[config.mk]
export PLATFORM = sky130hd
export DESIGN_NAME = ep0_ctrl_top
export DESIGN_NICKNAME = d
export VERILOG_FILES = /design/src/rtl/ep0_ctrl_pkg.sv /design/src/rtl/ep0_phase_fsm.sv /design/src/rtl/ep0_status_gate.sv /design/src/rtl/ep0_rsp_buf.sv /design/src/rtl/ep0_ctrl_top.sv
export SDC_FILE = /design/constraint.sdc
export NUM_CORES = 1
export LEC_CHECK = 0
export BUFFER_PORTS_ARGS = -buffer_cell sky130_fd_sc_hd__buf_2
export CORE_UTILIZATION = 57
export DETAILED_ROUTE_END_ITERATION = 8
export GPL_TIMING_DRIVEN = 0
export HOLD_SLACK_MARGIN = 0.08
export PLACE_DENSITY = 0.82
export SETUP_SLACK_MARGIN = 0.2
export SYNTH_ARGS = -nofsm -noshare
export SYNTH_HDL_FRONTEND = slang
export SYNTH_SLANG_ARGS = --single-unit
[constraint.sdc]
create_clock -name clk -period 10.8 [get_ports clk]
set_input_delay 1.62 -clock clk [delete_from_list [all_inputs] [get_ports clk]]
set_output_delay 1.62 -clock clk [all_outputs]
set_load 0.01 [all_outputs]
[src/rtl/ep0_ctrl_pkg.sv]
package ep0_ctrl_pkg;
  typedef enum logic [2:0] {
    PH_SETUP = 3'd1,
    PH_TX    = 3'd2,
    PH_RX    = 3'd3,
    PH_TXEND = 3'd4,
    PH_STALL = 3'd5
  } ep0_phase_e;

  localparam int LEN_W     = 16;
  localparam int RSP_BYTES = 6;
endpackage

[src/rtl/ep0_phase_fsm.sv]
module ep0_phase_fsm
  import ep0_ctrl_pkg::*;
#(
  parameter int LENW = 16,
  parameter int MAXP = 64
) (
  input  logic            clk,
  input  logic            rst,
  input  logic            setup_vld,
  input  logic            setup_dir_in,
  input  logic [LENW-1:0] setup_len,
  input  logic            in_sent,
  input  logic [LENW-1:0] in_bytes,
  input  logic            out_rcvd,
  input  logic [LENW-1:0] out_bytes,
  input  logic            xfer_done,
  input  logic            stall_req,
  output ep0_phase_e      phase_q,
  output logic            stall_q,
  output logic            status_due,
  output logic            stall_evt
);
  localparam logic [LENW-1:0] MAXP_L = LENW'(MAXP);

  ep0_phase_e      phase_n;
  logic [LENW-1:0] cnt_q, cnt_n;
  logic [LENW-1:0] wlen_q, wlen_n;
  logic [LENW:0]   sum_in, sum_out;
  logic            in_last, out_last;

  assign sum_in   = {1'b0, cnt_q} + {1'b0, in_bytes};
  assign sum_out  = {1'b0, cnt_q} + {1'b0, out_bytes};
  assign in_last  = (sum_in  >= {1'b0, wlen_q}) || (in_bytes  < MAXP_L);
  assign out_last = (sum_out >= {1'b0, wlen_q}) || (out_bytes < MAXP_L);
  assign stall_evt = stall_req && !setup_vld;

  always_comb begin
    phase_n    = phase_q;
    cnt_n      = cnt_q;
    wlen_n     = wlen_q;
    status_due = 1'b0;
    if (setup_vld) begin
      cnt_n  = '0;
      wlen_n = setup_len;
      if (setup_len == '0) begin
        phase_n    = PH_SETUP;
        status_due = 1'b1;
      end else if (setup_dir_in) begin
        phase_n = PH_TX;
      end else begin
        phase_n = PH_RX;
      end
    end else if (stall_req) begin
      phase_n = PH_STALL;
    end else begin
      case (phase_q)
        PH_TX: if (in_sent) begin
          cnt_n = sum_in[LENW-1:0];
          if (in_last) phase_n = PH_TXEND;
        end
        PH_RX: if (out_rcvd) begin
          cnt_n = sum_out[LENW-1:0];
          if (out_last) begin
            phase_n    = PH_SETUP;
            status_due = 1'b1;
          end
        end
        PH_TXEND: if (xfer_done) begin
          phase_n    = PH_SETUP;
          status_due = 1'b1;
        end
        default: ;
      endcase
    end
  end

  always_ff @(posedge clk) begin
    if (rst) begin
      phase_q <= PH_SETUP;
      stall_q <= 1'b0;
      cnt_q   <= '0;
      wlen_q  <= '0;
    end else begin
      phase_q <= phase_n;
      stall_q <= (phase_n == PH_STALL);
      cnt_q   <= cnt_n;
      wlen_q  <= wlen_n;
    end
  end
endmodule

[src/rtl/ep0_status_gate.sv]
module ep0_status_gate (
  input  logic clk,
  input  logic rst,
  input  logic setup_vld,
  input  logic stall_evt,
  input  logic status_due,
  input  logic delay_req,
  input  logic delay_release,
  output logic status_go,
  output logic status_held
);
  logic flag_q, pend_q;
  logic flag_n, pend_base;

  assign flag_n    = (setup_vld ? 1'b0 : flag_q) | delay_req;
  assign pend_base = setup_vld ? 1'b0 : pend_q;
  assign status_held = pend_q;

  always_ff @(posedge clk) begin
    if (rst) begin
      flag_q    <= 1'b0;
      pend_q    <= 1'b0;
      status_go <= 1'b0;
    end else begin
      status_go <= 1'b0;
      if (stall_evt) begin
        flag_q <= 1'b0;
        pend_q <= 1'b0;
      end else if (status_due) begin
        flag_q <= 1'b0;
        if (flag_n && !delay_release) begin
          pend_q <= 1'b1;
        end else begin
          pend_q    <= 1'b0;
          status_go <= 1'b1;
        end
      end else if (delay_release) begin
        flag_q    <= 1'b0;
        pend_q    <= 1'b0;
        status_go <= pend_base;
      end else begin
        flag_q <= flag_n;
        pend_q <= pend_base;
      end
    end
  end
endmodule

[src/rtl/ep0_rsp_buf.sv]
module ep0_rsp_buf #(
  parameter int DEPTH = 6,
  parameter int DW    = 8,
  localparam int IW   = $clog2(DEPTH)
) (
  input  logic          clk,
  input  logic          rst,
  input  logic          we,
  input  logic [IW-1:0] waddr,
  input  logic [DW-1:0] wdata,
  input  logic [IW-1:0] raddr,
  output logic [DW-1:0] rdata
);
  localparam int SLOTS = 2 ** IW;
  localparam logic [IW-1:0] LIMIT = IW'(DEPTH);

  logic [DW-1:0] mem [SLOTS];

  always_ff @(posedge clk) begin
    if (we && (waddr < LIMIT)) mem[waddr] <= wdata;
  end

  always_ff @(posedge clk) begin
    if (rst)                rdata <= '0;
    else if (raddr < LIMIT) rdata <= mem[raddr];
    else                    rdata <= '0;
  end
endmodule

[src/rtl/ep0_ctrl_top.sv]
module ep0_ctrl_top
  import ep0_ctrl_pkg::*;
#(
  parameter int LENW  = LEN_W,
  parameter int MAXP  = 64,
  parameter int DEPTH = RSP_BYTES,
  localparam int IW   = $clog2(DEPTH)
) (
  input  logic            clk,
  input  logic            rst,
  input  logic            setup_vld,
  input  logic            setup_dir_in,
  input  logic [LENW-1:0] setup_len,
  input  logic            in_sent,
  input  logic [LENW-1:0] in_bytes,
  input  logic            out_rcvd,
  input  logic [LENW-1:0] out_bytes,
  input  logic            xfer_done,
  input  logic            stall_req,
  input  logic            delay_req,
  input  logic            delay_release,
  input  logic            rsp_we,
  input  logic [IW-1:0]   rsp_waddr,
  input  logic [7:0]      rsp_wdata,
  input  logic [IW-1:0]   rsp_raddr,
  output logic [7:0]      rsp_rdata,
  output logic [2:0]      phase,
  output logic            stall_out,
  output logic            status_go,
  output logic            status_held
);
  ep0_phase_e ph;
  logic       due, stall_evt;

  ep0_phase_fsm #(.LENW(LENW), .MAXP(MAXP)) fsm_i (
    .clk(clk), .rst(rst),
    .setup_vld(setup_vld), .setup_dir_in(setup_dir_in), .setup_len(setup_len),
    .in_sent(in_sent), .in_bytes(in_bytes),
    .out_rcvd(out_rcvd), .out_bytes(out_bytes),
    .xfer_done(xfer_done), .stall_req(stall_req),
    .phase_q(ph), .stall_q(stall_out),
    .status_due(due), .stall_evt(stall_evt)
  );

  ep0_status_gate gate_i (
    .clk(clk), .rst(rst),
    .setup_vld(setup_vld), .stall_evt(stall_evt), .status_due(due),
    .delay_req(delay_req), .delay_release(delay_release),
    .status_go(status_go), .status_held(status_held)
  );

  ep0_rsp_buf #(.DEPTH(DEPTH), .DW(8)) buf_i (
    .clk(clk), .rst(rst),
    .we(rsp_we), .waddr(rsp_waddr), .wdata(rsp_wdata),
    .raddr(rsp_raddr), .rdata(rsp_rdata)
  );

  assign phase = ph;
endmodule

==> flow_summary.ini <==
[setup_path]
worstPathArrival_ps = 5540
path_cells = buf_2, ha_1, fa_1, a21oi_1, o22ai_1, o21ba_2, a2111o_1, a21o_1, and2_1, ha_1, o21a_1, o21ai_0, a211o_1, a31oi_1, a211oi_1, o311a_1, nor3b_1
startpoint = out_bytes[0]
worstPathMaxFanout = 4
cp.required_ps = 11100
startpoint_type = input port
r2r_start = fsm_i.cnt_q[1]
slowest_stage = a2111o_1
cp-end-kind = flop
criticalPathCategory = in -> reg
path_delay_family = compound AO/OA/AOI/OAI gates
critPathBufInv = 1
max_stage_delay_ps = 430
worst_path_most_repeated_cell = ha_1

[logic_synthesis]
yosys_warnings = 0
syn_inst = 587
ys_seq_area_share_pct = 39.95
synth_area_leaders = edfxtp_1 (24%), dfxtp_1 (16%), ha_1 (13%), nor2_1 (3.5%), mux2i_1 (3.2%)
synth_cell_type_count = 61
synth_flop_cell = edfxtp_1
synthXorXnorAreaFrac_pct = 2.937
ys_ff_latch = 95
synth_nets = 726
synth_compound_area_share_pct = 17.83
synth_edf_count = 48
synth_top_area_share_pct = 24.17
synth_area_per_cell_sq_um = 10.16
synth_top_family_by_area = compound AO/OA/AOI/OAI gates
muxShareOfSynthArea_pct = 7.721
syn_area_sq_um = 5963
synth-async-reset-ratio_pct = 0
yosysTopAreaCell = edfxtp_1
synthSimpleGateAreaFrac_pct = 14.06
synth_fa_ha_area_share_pct = 14.10

[cts]
cts.repair.resized = 0
clk_pin_slew_ps = 90
ctsHoldBuffers = 0
root_buffer = clkbuf_8
clock_latency_ps = 380
clk_path_buf_depth = 2
h-tree-depth = 3
post-cts-setup-buffer-count = 0
cts_buffers = 9
clock-sinks = 95
cts_tree = built

[floorplanning]
rows = 36
die_w_microns = 104.3
io_pins = 87
core_sq_um = 9955
die_height_microns = 104.3
initial_core_util_pct = 59.90
dieArea_sq_um = 10870

[global_route]
grt_max_degree = 18
grt_pass1_vias = 5044
grt_use_total_pct = 27.19
grt_pass1_wl_mm = 23.29
antenna_found_initial = 0
grt-ovfl-total = 0

[hold_path]
hp-start = fsm_i.wlen_q[4]
hp-class = reg -> reg

[pwr]
p_sw_share_pct = 28.29
power_leakage_uw = 0.002937
p_clk_share_pct = 31.0
switching_power_uw = 222.0
power.density_nw_per_um2 = 116.3
combPwrFrac_pct = 18.4
internal_power_uw = 562.8
finalPower_uw = 784.8
p_seq_share_pct = 50.6
peakVddDrop_v = 0.00009803

[layout]
drive_above_1_share_pct = 18.80
final_nets = 820
final_util_pct = 67.77
syn_to_final_growth_pct = 13.13
antenna_cells = 0

[timing]
finalCritPeriodShare_pct = 48.53
tightest_slew_ps = 1193
max_freq_mhz = 190.8
setup_ws_ps = 5559
setup_viol = 0
finalCriticalPeriod_ps = 5241
slew_headroom_pct = 19.84
rsz0062_at_grt = false
finalHoldViolations = 0
clock-skew-final_ps = 5.843
setup_tns_ps = 0
final_max_slew_viol_count = 0

[detailed_routing]
vias = 4932
dr.first_iter.drc_count = 258
via_per_inst = 6.022
wl_per_cell_microns = 17.41
drc = 0
drt-pass1-iter-count = 4
final_antenna_net_count = 0
drt-total-wl_mm = 14.26

[status]
outcome = complete, no violations

[place]
gp_congestion = 0.9291
place_hpwl_mm = 11.62
dp_slack_ps = 5224
io_buffers = 83

[job]
max-cap-violations = 0
worst paths after layout:
path                           end  slack (ps)  cells after the start
hold reg to reg    fsm_i.wlen_q[4]         510                      2
setup / recovery     fsm_i.stall_q        5560                     17
hold / removal     fsm_i.wlen_q[4]         510                      2
setup reg to reg  fsm_i.phase_q[1]        6520                     16
through the flow:
step	hold slack (ps)	area, sq um	std cells
after global placement	474.0	6545	803
after global routing	544.4	6746	819
after floorplan	460.4	5963	587
final	506.2	6746	819
after CTS	510.8	6746	819
after detailed placement	488.2	6545	803
power by group through the flow:
stage / sequential, uW / clock (uW) / combinational (uW)
CTS: 397 / 247 / 143
global route: 399 / 261 / 161
finish: 397 / 243 / 144
floorplan: 405 / 0 / 92.3
global placement: 405 / 0 / 134
detailed placement: 406 / 0 / 141
cell usage after synthesis, types with 3 or more instances:
| master | count |
|---|---|
| or4_1 | 3 |
| o211ai_1 | 8 |
| mux2_2 | 8 |
| o31ai_1 | 6 |
| clkbuf_1 | 12 |
| and3_1 | 3 |
| nand2b_1 | 5 |
| ha_1 | 64 |
| nor2b_1 | 3 |
| nor2_1 | 56 |
| a211oi_1 | 6 |
| o21a_1 | 9 |
| a21oi_1 | 21 |
| and4_1 | 4 |
| edfxtp_1 | 48 |
| nor4_1 | 13 |
| o21ai_0 | 22 |
| a311oi_1 | 8 |
| mux2i_1 | 19 |
| inv_1 | 37 |
| nand3_1 | 15 |
| xnor2_1 | 11 |
| a21o_1 | 16 |
| mux4_2 | 8 |
| a211o_1 | 4 |
| or2_2 | 5 |
| o21bai_1 | 4 |
| nor3_1 | 8 |
| a31oi_1 | 9 |
| dfxtp_1 | 47 |
| buf_1 | 4 |
| and2_1 | 5 |
| or3_1 | 4 |
| xor2_1 | 9 |
| a22oi_1 | 9 |
| nand2_1 | 40 |
metal layers:
metal / up-vias / track usage, % / part of all wire [%]
li1: 2402 / - / -
met1: 2325 / 32.13 / 43
met2: 169 / 45.79 / 47
met3: 36 / 6.642 / 6.3
met4: 0 / 13.88 / 3.8
met5: - / 0 / 0
cell usage in the layout, fill, tap and decap left out, types with 9 or more instances in the layout:
cell,n
buf_2,83
ha_1,64
nor2_1,56
edfxtp_1,48
dfxtp_1,47
nand2_1,40
inv_1,37
o21ai_0,22
a21oi_1,21
mux2i_1,19
a21o_1,16
nand3_1,15
nor4_1,13
clkbuf_1,12
xnor2_1,11
xor2_1,9
a22oi_1,9
a31oi_1,9
o21a_1,9
clkbuf_8,9
flip-flops by register name, indices dropped and copies added (netlist names):
| signal | flops |
|---|---|
| buf_i.rdata | 8 |
| fsm_i.stall_q | 1 |
| gate_i.status_held | 1 |
| gate_i.status_go | 1 |
| gate_i.flag_q | 1 |
| fsm_i.wlen_q | 16 |
| buf_i.mem | 48 |
| fsm_i.cnt_q | 16 |
| fsm_i.phase_q | 3 |
logic make-up after synthesis:
logic type | count (synthesis)
DFF | 95
buffers and inverters | 54
xor gates and xnor gates | 20
muxes | 35
AOI/OAI and AO/OA | 145
and+or+nand+nor | 172
adders and majority gates | 66
worst register-to-register path, stage by stage, from the launching register on:
cell and delay, ps:
dfxtp_1 470, ha_1 280, a21oi_1 210, o211ai_1 210, nor4_1 420, nor4b_1 140
or3_1 380, xnor2_1 270, inv_1 90, ha_1 280, and3_1 190, o2111ai_1 110
a311oi_1 100, a211o_1 320, a221oi_1 360, o311a_1 270, o21a_1 130
cell type report:
| class | count | area (sq um) |
|---|---|---|
| sequential | 95 | 2382 |
| fill | 790 | 3208 |
| clock inverter | 7 | 77.57 |
| timing repair buffer | 83 | 415.4 |
| inverter | 38 | 142.6 |
| buffer | 16 | 60.06 |
| tap | 133 | 166.4 |
| multi-input combinational | 438 | 3378 |
| clock buffer | 9 | 123.9 |
Note: power is estimated with default switching activity, not from simulation.
